<file path="src/rtl/eic_pkg.sv">
package eic_pkg;

    localparam int SRC_N = 2;
    localparam int CFG_W = 4;
    localparam int REG_W = SRC_N * CFG_W;
    localparam int ID_W  = (SRC_N > 1) ? $clog2(SRC_N) : 1;

    // Bit position of each field inside one source nibble
    localparam int POS_TYP  = 0;
    localparam int POS_FLAG = 1;
    localparam int POS_EN   = 2;
    localparam int POS_PRI  = 3;

    typedef struct packed {
        logic pri;
        logic en;
        logic flag;
        logic typ;
    } src_cfg_t;

    typedef struct packed {
        logic            valid;
        logic [ID_W-1:0] id;
        logic            hi;
    } grant_t;

    function automatic logic is_fall(input logic prev_lvl, input logic cur_lvl);
        return prev_lvl & ~cur_lvl;
    endfunction

endpackage

</file>
<file path="src/rtl/eic_sync.sv">
module eic_sync #(
    parameter int STAGES = 2
) (
    input  logic clk,
    input  logic rst,
    input  logic pin_n,
    output logic lvl_n,
    output logic fall
);
    import eic_pkg::*;

    logic [STAGES-1:0] sh_q;
    logic              prev_q;

    always_ff @(posedge clk) begin
        if (rst) begin
            sh_q   <= '1;
            prev_q <= 1'b1;
        end else begin
            sh_q   <= {sh_q[STAGES-2:0], pin_n};
            prev_q <= sh_q[STAGES-1];
        end
    end

    assign lvl_n = sh_q[STAGES-1];
    assign fall  = is_fall(prev_q, sh_q[STAGES-1]);

endmodule

</file>
<file path="src/rtl/eic_slot.sv">
module eic_slot
    import eic_pkg::*;
(
    input  logic             clk,
    input  logic             rst,
    input  logic [CFG_W-1:0] wr_mask,
    input  logic [CFG_W-1:0] wr_val,
    input  logic             fall,
    input  logic             lvl_act,
    input  logic             ack,
    output src_cfg_t         cfg
);
    logic pri_q, en_q, typ_q, flag_e_q;

    always_ff @(posedge clk) begin
        if (rst) begin
            pri_q    <= 1'b0;
            en_q     <= 1'b0;
            typ_q    <= 1'b0;
            flag_e_q <= 1'b0;
        end else begin
            if (wr_mask[POS_PRI]) pri_q <= wr_val[POS_PRI];
            if (wr_mask[POS_EN])  en_q  <= wr_val[POS_EN];
            if (wr_mask[POS_TYP]) typ_q <= wr_val[POS_TYP];
            // Edge latch: detection beats acknowledge, acknowledge beats software
            if (!typ_q)                flag_e_q <= 1'b0;
            else if (fall)             flag_e_q <= 1'b1;
            else if (ack)              flag_e_q <= 1'b0;
            else if (wr_mask[POS_FLAG]) flag_e_q <= wr_val[POS_FLAG];
        end
    end

    always_comb begin
        cfg.pri  = pri_q;
        cfg.en   = en_q;
        cfg.typ  = typ_q;
        cfg.flag = typ_q ? flag_e_q : lvl_act;
    end

endmodule

</file>
<file path="src/rtl/eic_sel.sv">
module eic_sel
    import eic_pkg::*;
(
    input  logic [SRC_N-1:0] req,
    input  logic [SRC_N-1:0] hi,
    output grant_t           grant
);
    always_comb begin
        grant = '0;
        // Lowest index among all requests
        for (int i = SRC_N - 1; i >= 0; i--) begin
            if (req[i]) begin
                grant.valid = 1'b1;
                grant.id    = ID_W'(i);
                grant.hi    = hi[i];
            end
        end
        // Lowest index among high-level requests overrides
        for (int i = SRC_N - 1; i >= 0; i--) begin
            if (req[i] && hi[i]) begin
                grant.id = ID_W'(i);
                grant.hi = 1'b1;
            end
        end
    end

endmodule

</file>
<file path="src/rtl/eic_ctrl.sv">
module eic_ctrl
    import eic_pkg::*;
#(
    parameter int                  ADDR_W      = 8,
    parameter logic [ADDR_W-1:0]   REG_ADDR    = 8'hC0,
    parameter int                  SYNC_STAGES = 2
) (
    input  logic                   clk,
    input  logic                   rst,
    input  logic [SRC_N-1:0]       ext_n,
    input  logic [ADDR_W-1:0]      reg_addr,
    input  logic                   reg_wr,
    input  logic [REG_W-1:0]       reg_wdata,
    output logic [REG_W-1:0]       reg_rdata,
    input  logic                   bit_wr,
    input  logic [ADDR_W-1:0]      bit_addr,
    input  logic                   bit_val,
    input  logic [SRC_N-1:0]       ack,
    output logic [SRC_N-1:0]       irq_req,
    output logic [SRC_N-1:0]       irq_hi,
    output logic                   grant_valid,
    output logic [ID_W-1:0]        grant_id,
    output logic                   grant_hi
);
    localparam int IDX_W = $clog2(REG_W);

    logic             byte_hit, bit_hit;
    logic [REG_W-1:0] wmask, wval, ctrl_q;
    grant_t           grant;

    assign byte_hit = reg_wr && (reg_addr == REG_ADDR);
    assign bit_hit  = bit_wr && (bit_addr[ADDR_W-1:IDX_W] == REG_ADDR[ADDR_W-1:IDX_W]);

    always_comb begin
        for (int k = 0; k < REG_W; k++) begin
            wmask[k] = byte_hit;
            wval[k]  = reg_wdata[k];
            if (bit_hit && (bit_addr[IDX_W-1:0] == IDX_W'(k))) begin
                wmask[k] = 1'b1;
                wval[k]  = bit_val;
            end
        end
    end

    generate
        for (genvar s = 0; s < SRC_N; s++) begin : g_src
            logic     lvl_n, fall;
            src_cfg_t cfg;

            eic_sync #(.STAGES(SYNC_STAGES)) u_sync (
                .clk   (clk),
                .rst   (rst),
                .pin_n (ext_n[s]),
                .lvl_n (lvl_n),
                .fall  (fall)
            );

            eic_slot u_slot (
                .clk     (clk),
                .rst     (rst),
                .wr_mask (wmask[s*CFG_W +: CFG_W]),
                .wr_val  (wval[s*CFG_W +: CFG_W]),
                .fall    (fall),
                .lvl_act (~lvl_n),
                .ack     (ack[s]),
                .cfg     (cfg)
            );

            assign ctrl_q[s*CFG_W +: CFG_W] = cfg;
            assign irq_req[s] = cfg.en & cfg.flag;
            assign irq_hi[s]  = cfg.pri;
        end
    endgenerate

    eic_sel u_sel (
        .req   (irq_req),
        .hi    (irq_hi),
        .grant (grant)
    );

    assign reg_rdata   = (reg_addr == REG_ADDR) ? ctrl_q : '0;
    assign grant_valid = grant.valid;
    assign grant_id    = grant.id;
    assign grant_hi    = grant.hi;

endmodule

</file>
<file path="config.mk">
export PLATFORM = sky130hd
export DESIGN_NAME = eic_ctrl
export DESIGN_NICKNAME = d
export VERILOG_FILES = /design/src/rtl/eic_pkg.sv /design/src/rtl/eic_sync.sv /design/src/rtl/eic_slot.sv /design/src/rtl/eic_sel.sv /design/src/rtl/eic_ctrl.sv
export SDC_FILE = /design/constraint.sdc
export NUM_CORES = 1
export LEC_CHECK = 0
export ABC_AREA = 1
export ABC_CLOCK_PERIOD_IN_PS = 1550
export CORE_MARGIN = 4
export CORE_UTILIZATION = 40
export CTS_BUF_LIST = sky130_fd_sc_hd__clkbuf_8 sky130_fd_sc_hd__clkbuf_16
export CTS_CLUSTER_SIZE = 30
export DETAILED_ROUTE_END_ITERATION = 7
export PLACE_DENSITY = 0.89
export SYNTH_ARGS = -nofsm -noshare
export SYNTH_HDL_FRONTEND = slang
export SYNTH_SLANG_ARGS = --single-unit
</file>
<file path="constraint.sdc">
create_clock -name clk -period 1.55 [get_ports clk]
set_input_delay 0.2325 -clock clk [delete_from_list [all_inputs] [get_ports clk]]
set_output_delay 0.2325 -clock clk [all_outputs]
set_load 0.01 [all_outputs]
</file>
# After elaboration in Yosys (flattened, before gate mapping)
# Index checks and enable logic that the tools add are counted.
# totals
memories,0
out_inout_bits,15
romBits,0
in_bits,33
elab_cells,75
ff_bits,14
mem_bits_rw,0
latchBits,0
# classes
reduce_logical,17
n_eq_ne,9
n_mux,29
add_sub_neg,0
magnitude_cmp,0
multipliers,0
div,0
shift,0
n_bitwise,8
# ops
op,count
$mux 1,24
$eq 3x3->1 const B,4
$logic_and 1x1->1,12
$eq 8x8->1 const B,1
$mux 8,1
$eq 3x2->1 const B,2
$mux 3,2
$reduce_bool 3->1,2
$eq 5x5->1 const B,1
$and 1x1->1,4
$mux 2,2
$not 1->1,4
$reduce_or 2->1,2
$eq 3x1->1 const B,1
$logic_not 3->1,1

# Longest topological paths before layout
# depth
word_depth,7
mapped_depth,9
ltp_nobuf,9

# Modules after synthesis
# A second synthesis with hierarchy kept.
# unflattened
hier_cells,184
area_unflattened_um2,1056.0
# by_module_without_submodules
mod,area_per_inst_um2,seq_area_each_um2,n_inst,cells_each
eic_ctrl,425.4,0.0,1,94
eic_slot,205.2,80.1,2,29
eic_sync,93.8,60.1,2,12
eic_sel,32.5,0.0,1,8

# Least setup slack after synthesis
# Ideal clock, no wire load.
# synth_path
kind,register to output
startpoint,register g_src[1].u_slot.typ_q
endpoint,output grant_id
path_stages_with_launch,6
required_time_ps,1317
arrival_ps,985
slack_ps,332
path_buffers,0
cell_sequence,dfxtp_1 o21ai_0 inv_1 nor2_1 o211ai_1 inv_1
# synth_via
elab_chain_cells,6
word_cells_on_any_way,7
cone_classes,mux (5); bitwise (1); reduce/logical (1)
# synth_rtl
element,line,rtl
start: declaration,eic_slot.sv:13,"logic pri_q, en_q, typ_q, flag_e_q;"
start signal: assignment,eic_slot.sv:24,if (wr_mask[POS_TYP]) typ_q <= wr_val[POS_TYP];
$mux 1 *,eic_slot.sv:37,cfg.flag = typ_q ? flag_e_q : lvl_act;
$and 1x1->1 *,eic_ctrl.sv:70,assign irq_req[s] = cfg.en & cfg.flag;
via irq_req[1],eic_ctrl.sv:19,"output logic [SRC_N-1:0] irq_req,"
$mux 3 (2 in a row),eic_sel.sv:12,if (req[i]) begin
$mux 2 * (2 in a row),eic_sel.sv:20,if (req[i] && hi[i]) begin
end: declaration,eic_ctrl.sv:22,"output logic [ID_W-1:0] grant_id,"
# Mark *: on every way through the listed nets, which the timed path passes. The rest lies on a longest branch.

# Final worst setup path
# layout_path
startpoint,register g_src[0].u_slot.typ_q
endpoint,output grant_id
# layout_via
elab_chain_cells,5
word_cells_on_any_way,6
cone_classes,mux (4); bitwise (1); reduce/logical (1)
# layout_rtl
element,line
start: declaration,eic_slot.sv:13
start signal: assignment,eic_slot.sv:24
$mux 1 *,eic_slot.sv:37
$and 1x1->1 *,eic_ctrl.sv:70
$mux 3,eic_sel.sv:12
$mux 2,eic_sel.sv:20
$mux 2 *,eic_sel.sv:20
# Every way passes the cells marked *; elsewhere a longest branch is shown, timed or not.

==> metrics.txt <==
# TYPE chip_impl_metric gauge
chip_impl_metric{name="wl_per_cell",unit="µm"} 14.6
chip_impl_metric{name="yosys_register_bits",unit=""} 14
chip_impl_metric{name="yosysWarnings",unit=""} 0
chip_impl_metric{name="min_period_over_period",unit="%"} 101
chip_impl_info{name="worstReg2RegEnd",value="g_src[1].u_slot.en_q"} 1
chip_impl_metric{name="power_per_cell_area",unit="nW/µm²"} 545
chip_impl_metric{name="reg2reg_setup_slack",unit="ns"} 0.67
chip_impl_metric{name="boundaryPins",unit=""} 48
chip_impl_metric{name="grt_overflow_total",unit=""} 0
chip_impl_metric{name="cts.sink_count",unit=""} 14
chip_impl_metric{name="timing_hold_violations_final",unit=""} 0
chip_impl_info{name="timing.rr.start",value="g_src[1].u_slot.en_q"} 1
chip_impl_metric{name="max-cap-violations",unit=""} 0
chip_impl_metric{name="clock_tree.htree_level_count",unit=""} 1
chip_impl_metric{name="post-route-drc-count",unit=""} 0
chip_impl_metric{name="first_global_vias",unit=""} 1162
chip_impl_metric{name="die_area",unit="µm²"} 3400
chip_impl_metric{name="synth_top_area_share",unit="%"} 27.7
chip_impl_metric{name="reg2regPathDepth",unit=""} 4
chip_impl_info{name="outcome",value="finished, violations left"} 1
chip_impl_metric{name="clk_pin_slew_worst_paths",unit="ns"} 0.06
chip_impl_metric{name="ir_drop",unit="mV"} 0.636
chip_impl_metric{name="detail_route.first_pass.iterations",unit=""} 4
chip_impl_metric{name="clk-insertion-delay-late",unit="ns"} 0.25
chip_impl_metric{name="skew",unit="ns"} 0.00470
chip_impl_metric{name="buffer_ports.inserted",unit=""} 47
chip_impl_metric{name="total_clock_buffers_created_by_cts",unit=""} 3
chip_impl_metric{name="path_max_fanout",unit=""} 4
chip_impl_metric{name="holdPathStages",unit=""} 1
chip_impl_metric{name="fin_nets",unit=""} 244
chip_impl_metric{name="die_height",unit="µm"} 58.3
chip_impl_info{name="synth_top_cells_by_count",value="sky130_fd_sc_hd__nand2_1 (32), sky130_fd_sc_hd__inv_1 (21), sky130_fd_sc_hd__nor2_1 (18), sky130_fd_sc_hd__dfxtp_1 (14), sky130_fd_sc_hd__nand3_1 (13)"} 1
chip_impl_metric{name="final_design_instance_area_without_fill",unit="µm²"} 1660
chip_impl_metric{name="grt_pass1_wl",unit="mm"} 5.30
chip_impl_metric{name="grt_antenna_before_repair",unit=""} 0
chip_impl_metric{name="antenna_diode_count",unit=""} 0
chip_impl_metric{name="synth_fp_nets",unit=""} 181
chip_impl_metric{name="n_fill_cell",unit=""} 188
chip_impl_metric{name="synth_cells",unit=""} 148
chip_impl_info{name="timing.setup.critical_path_class",value="register to primary output"} 1
chip_impl_metric{name="clock_path_buffers",unit=""} 2
chip_impl_info{name="synth.largest_area_cell",value="sky130_fd_sc_hd__dfxtp_1"} 1
chip_impl_metric{name="grt_use_total",unit="%"} 20.3
chip_impl_info{name="failed_checks",value="setup timing"} 1
chip_impl_metric{name="share_of_synthesized_registers_carrying_an_async_set_or_reset",unit="%"} 0
chip_impl_metric{name="die_width",unit="µm"} 58.3
chip_impl_metric{name="total_leakage_power",unit="nW"} 0.774
chip_impl_metric{name="syn_area_per_cell",unit="µm²"} 6.83
chip_impl_info{name="grt_setup_unrepaired",value="true"} 1
chip_impl_metric{name="coreArea",unit="µm²"} 2300
chip_impl_metric{name="count_of_hold_buffers_inserted_by_post_cts_repair",unit=""} 0
chip_impl_info{name="yosys.cell_count.top_type",value="sky130_fd_sc_hd__nand2_1"} 1
chip_impl_metric{name="synth_seq_area_share",unit="%"} 27.7
chip_impl_metric{name="synth_enable_flop_cells",unit=""} 0
chip_impl_metric{name="floorplan.initialDensity",unit="%"} 44.0
chip_impl_info{name="end_kind",value="primary output"} 1
chip_impl_metric{name="final_weighted_congestion_in_routability_driven_placement",unit=""} 0.865
chip_impl_metric{name="hold_slack",unit="ns"} 0.419
chip_impl_metric{name="drtIter0Drc",unit=""} 79
chip_impl_metric{name="slew_headroom",unit="%"} 83.2
chip_impl_metric{name="vias_per_cell",unit=""} 5.06
chip_impl_info{name="cts_tree",value="yes"} 1
chip_impl_info{name="min-delay-path-class",value="register to register"} 1
chip_impl_metric{name="finalSetupViolCount",unit=""} 1
chip_impl_info{name="cells_taking_the_most_area_after_synthesis",value="sky130_fd_sc_hd__dfxtp_1 (28%), sky130_fd_sc_hd__nand2_1 (12%), sky130_fd_sc_hd__inv_1 (7.8%)"} 1
chip_impl_metric{name="drtAntennaViolNets",unit=""} 0
chip_impl_metric{name="timing.final.crit_period",unit="ns"} 1.56
chip_impl_metric{name="drv_slew",unit=""} 0
chip_impl_metric{name="layout-area-overhead-vs-synth",unit="%"} 64.5
chip_impl_info{name="worst_hold_end",value="g_src[1].u_sync.sh_q[1]"} 1
chip_impl_metric{name="grt_start_max_net_pins",unit=""} 10
chip_impl_metric{name="fmax",unit="GHz"} 0.641
chip_impl_metric{name="postRouteWirelength",unit="mm"} 3.47
chip_impl_metric{name="final_layout_size_suffix_gt1_share",unit="%"} 37.1
chip_impl_info{name="cts.root.buffer_cell",value="sky130_fd_sc_hd__clkbuf_8"} 1
chip_impl_info{name="hold_start",value="g_src[1].u_sync.sh_q[0]"} 1
chip_impl_metric{name="crit_arrival",unit="ns"} 1.33
chip_impl_metric{name="synth_cell_type_count",unit=""} 26
chip_impl_metric{name="routed-via-count",unit=""} 1204
chip_impl_metric{name="mappedNetlistArea",unit="µm²"} 1010
chip_impl_metric{name="finalWorstSetupSlack",unit="ns"} -0.0108
chip_impl_info{name="synth_top_flop_cell",value="sky130_fd_sc_hd__dfxtp_1"} 1
chip_impl_metric{name="critPathRequiredTime",unit="ns"} 1.32
chip_impl_metric{name="worst_slew_pin_slew",unit="ns"} 0.251
chip_impl_info{name="startpoint_type",value="register"} 1
chip_impl_metric{name="number_of_rows_in_the_core_area",unit=""} 17
chip_impl_metric{name="placed_area",unit="µm²"} 1570
chip_impl_metric{name="dpl.hpwl",unit="mm"} 2.52
state kept, by name (all words and copies together) (netlist names):
name,cells
g_src.u_slot.flag_e_q,2
g_src.u_sync.prev_q,2
g_src.u_slot.typ_q,2
g_src.u_sync.sh_q,4
g_src.u_slot.en_q,2
g_src.u_slot.pri_q,2
cell type report:
type                            count  area (µm²)  area share (%)
Clock buffer                        4        55.1            3.31
Inverter                           25        97.6            5.87
Multi-Input combinational cell    105         647            38.9
Sequential cell                    14         284            17.1
Tap cell                           28        35.0            2.11
Timing Repair Buffer               62         544            32.7
stage by stage:
| step | worst slack [ns] | power (mW) | utilization, % | TNS, ns | cells |
|---|---|---|---|---|---|
| 3_5_place_dp | -0.557 | 0.547 | 68.2 | -4.79 | 229 |
| 6_report | -0.0108 | 0.906 | 72.4 | -0.0108 | 238 |
| 4_1_cts | -0.00917 | 0.904 | 72.1 | -0.00917 | 237 |
| 3_3_place_gp | -0.478 | 0.540 | 68.2 | -3.90 | 229 |
| 5_1_grt | -0.0639 | 0.931 | 72.4 | -0.104 | 238 |
| 2_1_floorplan | 0.332 | 0.437 | - | 0 | 148 |
kinds of logic after synthesis:
family	count (synthesis)	share of synthesized area, %
compound gates	13	8.66
buf+inv	29	11.8
flops	14	27.7
simple gates	92	51.9
power by group:
part           switching [mW]  leakage [nW]  internal (mW)
Combinational          0.0786         0.630         0.0887
Clock                   0.143        0.0288          0.225
Sequential            0.00344         0.116          0.367
Total                   0.225         0.774          0.681
layer usage:
layer | share of wire (%) | up-vias | track usage, %
met5 | 0 | - | 0
met4 | 1.6 | 0 | 10.9
met3 | 8.3 | 5 | 3.12
met2 | 54 | 57 | 34.8
met1 | 36 | 551 | 23.9
li1 | - | 591 | -
worst max path at each step:
stage	slack (ns)	end	start	depth (start not counted)
after global placement	-0.48	reg_rdata[4]	reg_addr[6]	8
after floorplan	0.33	grant_id	g_src[1].u_slot.typ_q	5
final	-0.01	grant_id	g_src[0].u_slot.typ_q	8
after CTS	-0.009	grant_id	g_src[1].u_slot.typ_q	8
after detailed placement	-0.56	reg_rdata[1]	reg_addr[6]	8
after global routing	-0.06	grant_id	g_src[0].u_slot.typ_q	8
worst max-delay path, cell delays in order (launching register included):
cell	delay [ns]
sky130_fd_sc_hd__dfxtp_2	0.36
sky130_fd_sc_hd__nand2_1	0.07
sky130_fd_sc_hd__o21ai_2	0.06
sky130_fd_sc_hd__inv_2	0.08
sky130_fd_sc_hd__nor2_4	0.10
sky130_fd_sc_hd__inv_1	0.06
sky130_fd_sc_hd__o211ai_1	0.17
sky130_fd_sc_hd__inv_1	0.07
sky130_fd_sc_hd__buf_6	0.12
repair_timing:
action	4_1_cts	5_1_grt
resized for setup	68	20
buffers inserted	4	1
pin swaps	10	11
setup endpoints to repair	13	11
endpoints found under the hold margin	0	0
cells in the final DEF (no fill, tap or decap), drive strengths merged, types with 12 or more instances in the layout:
master         netlist  final
buf                  3     22
clkbuf               1     12
clkdlybuf4s50        0     26
dfxtp               14     14
inv                 25     24
nand2               37     37
nand3               19     19
nor2                25     25
No activity file was read; power rests on OpenSTA's default activity.
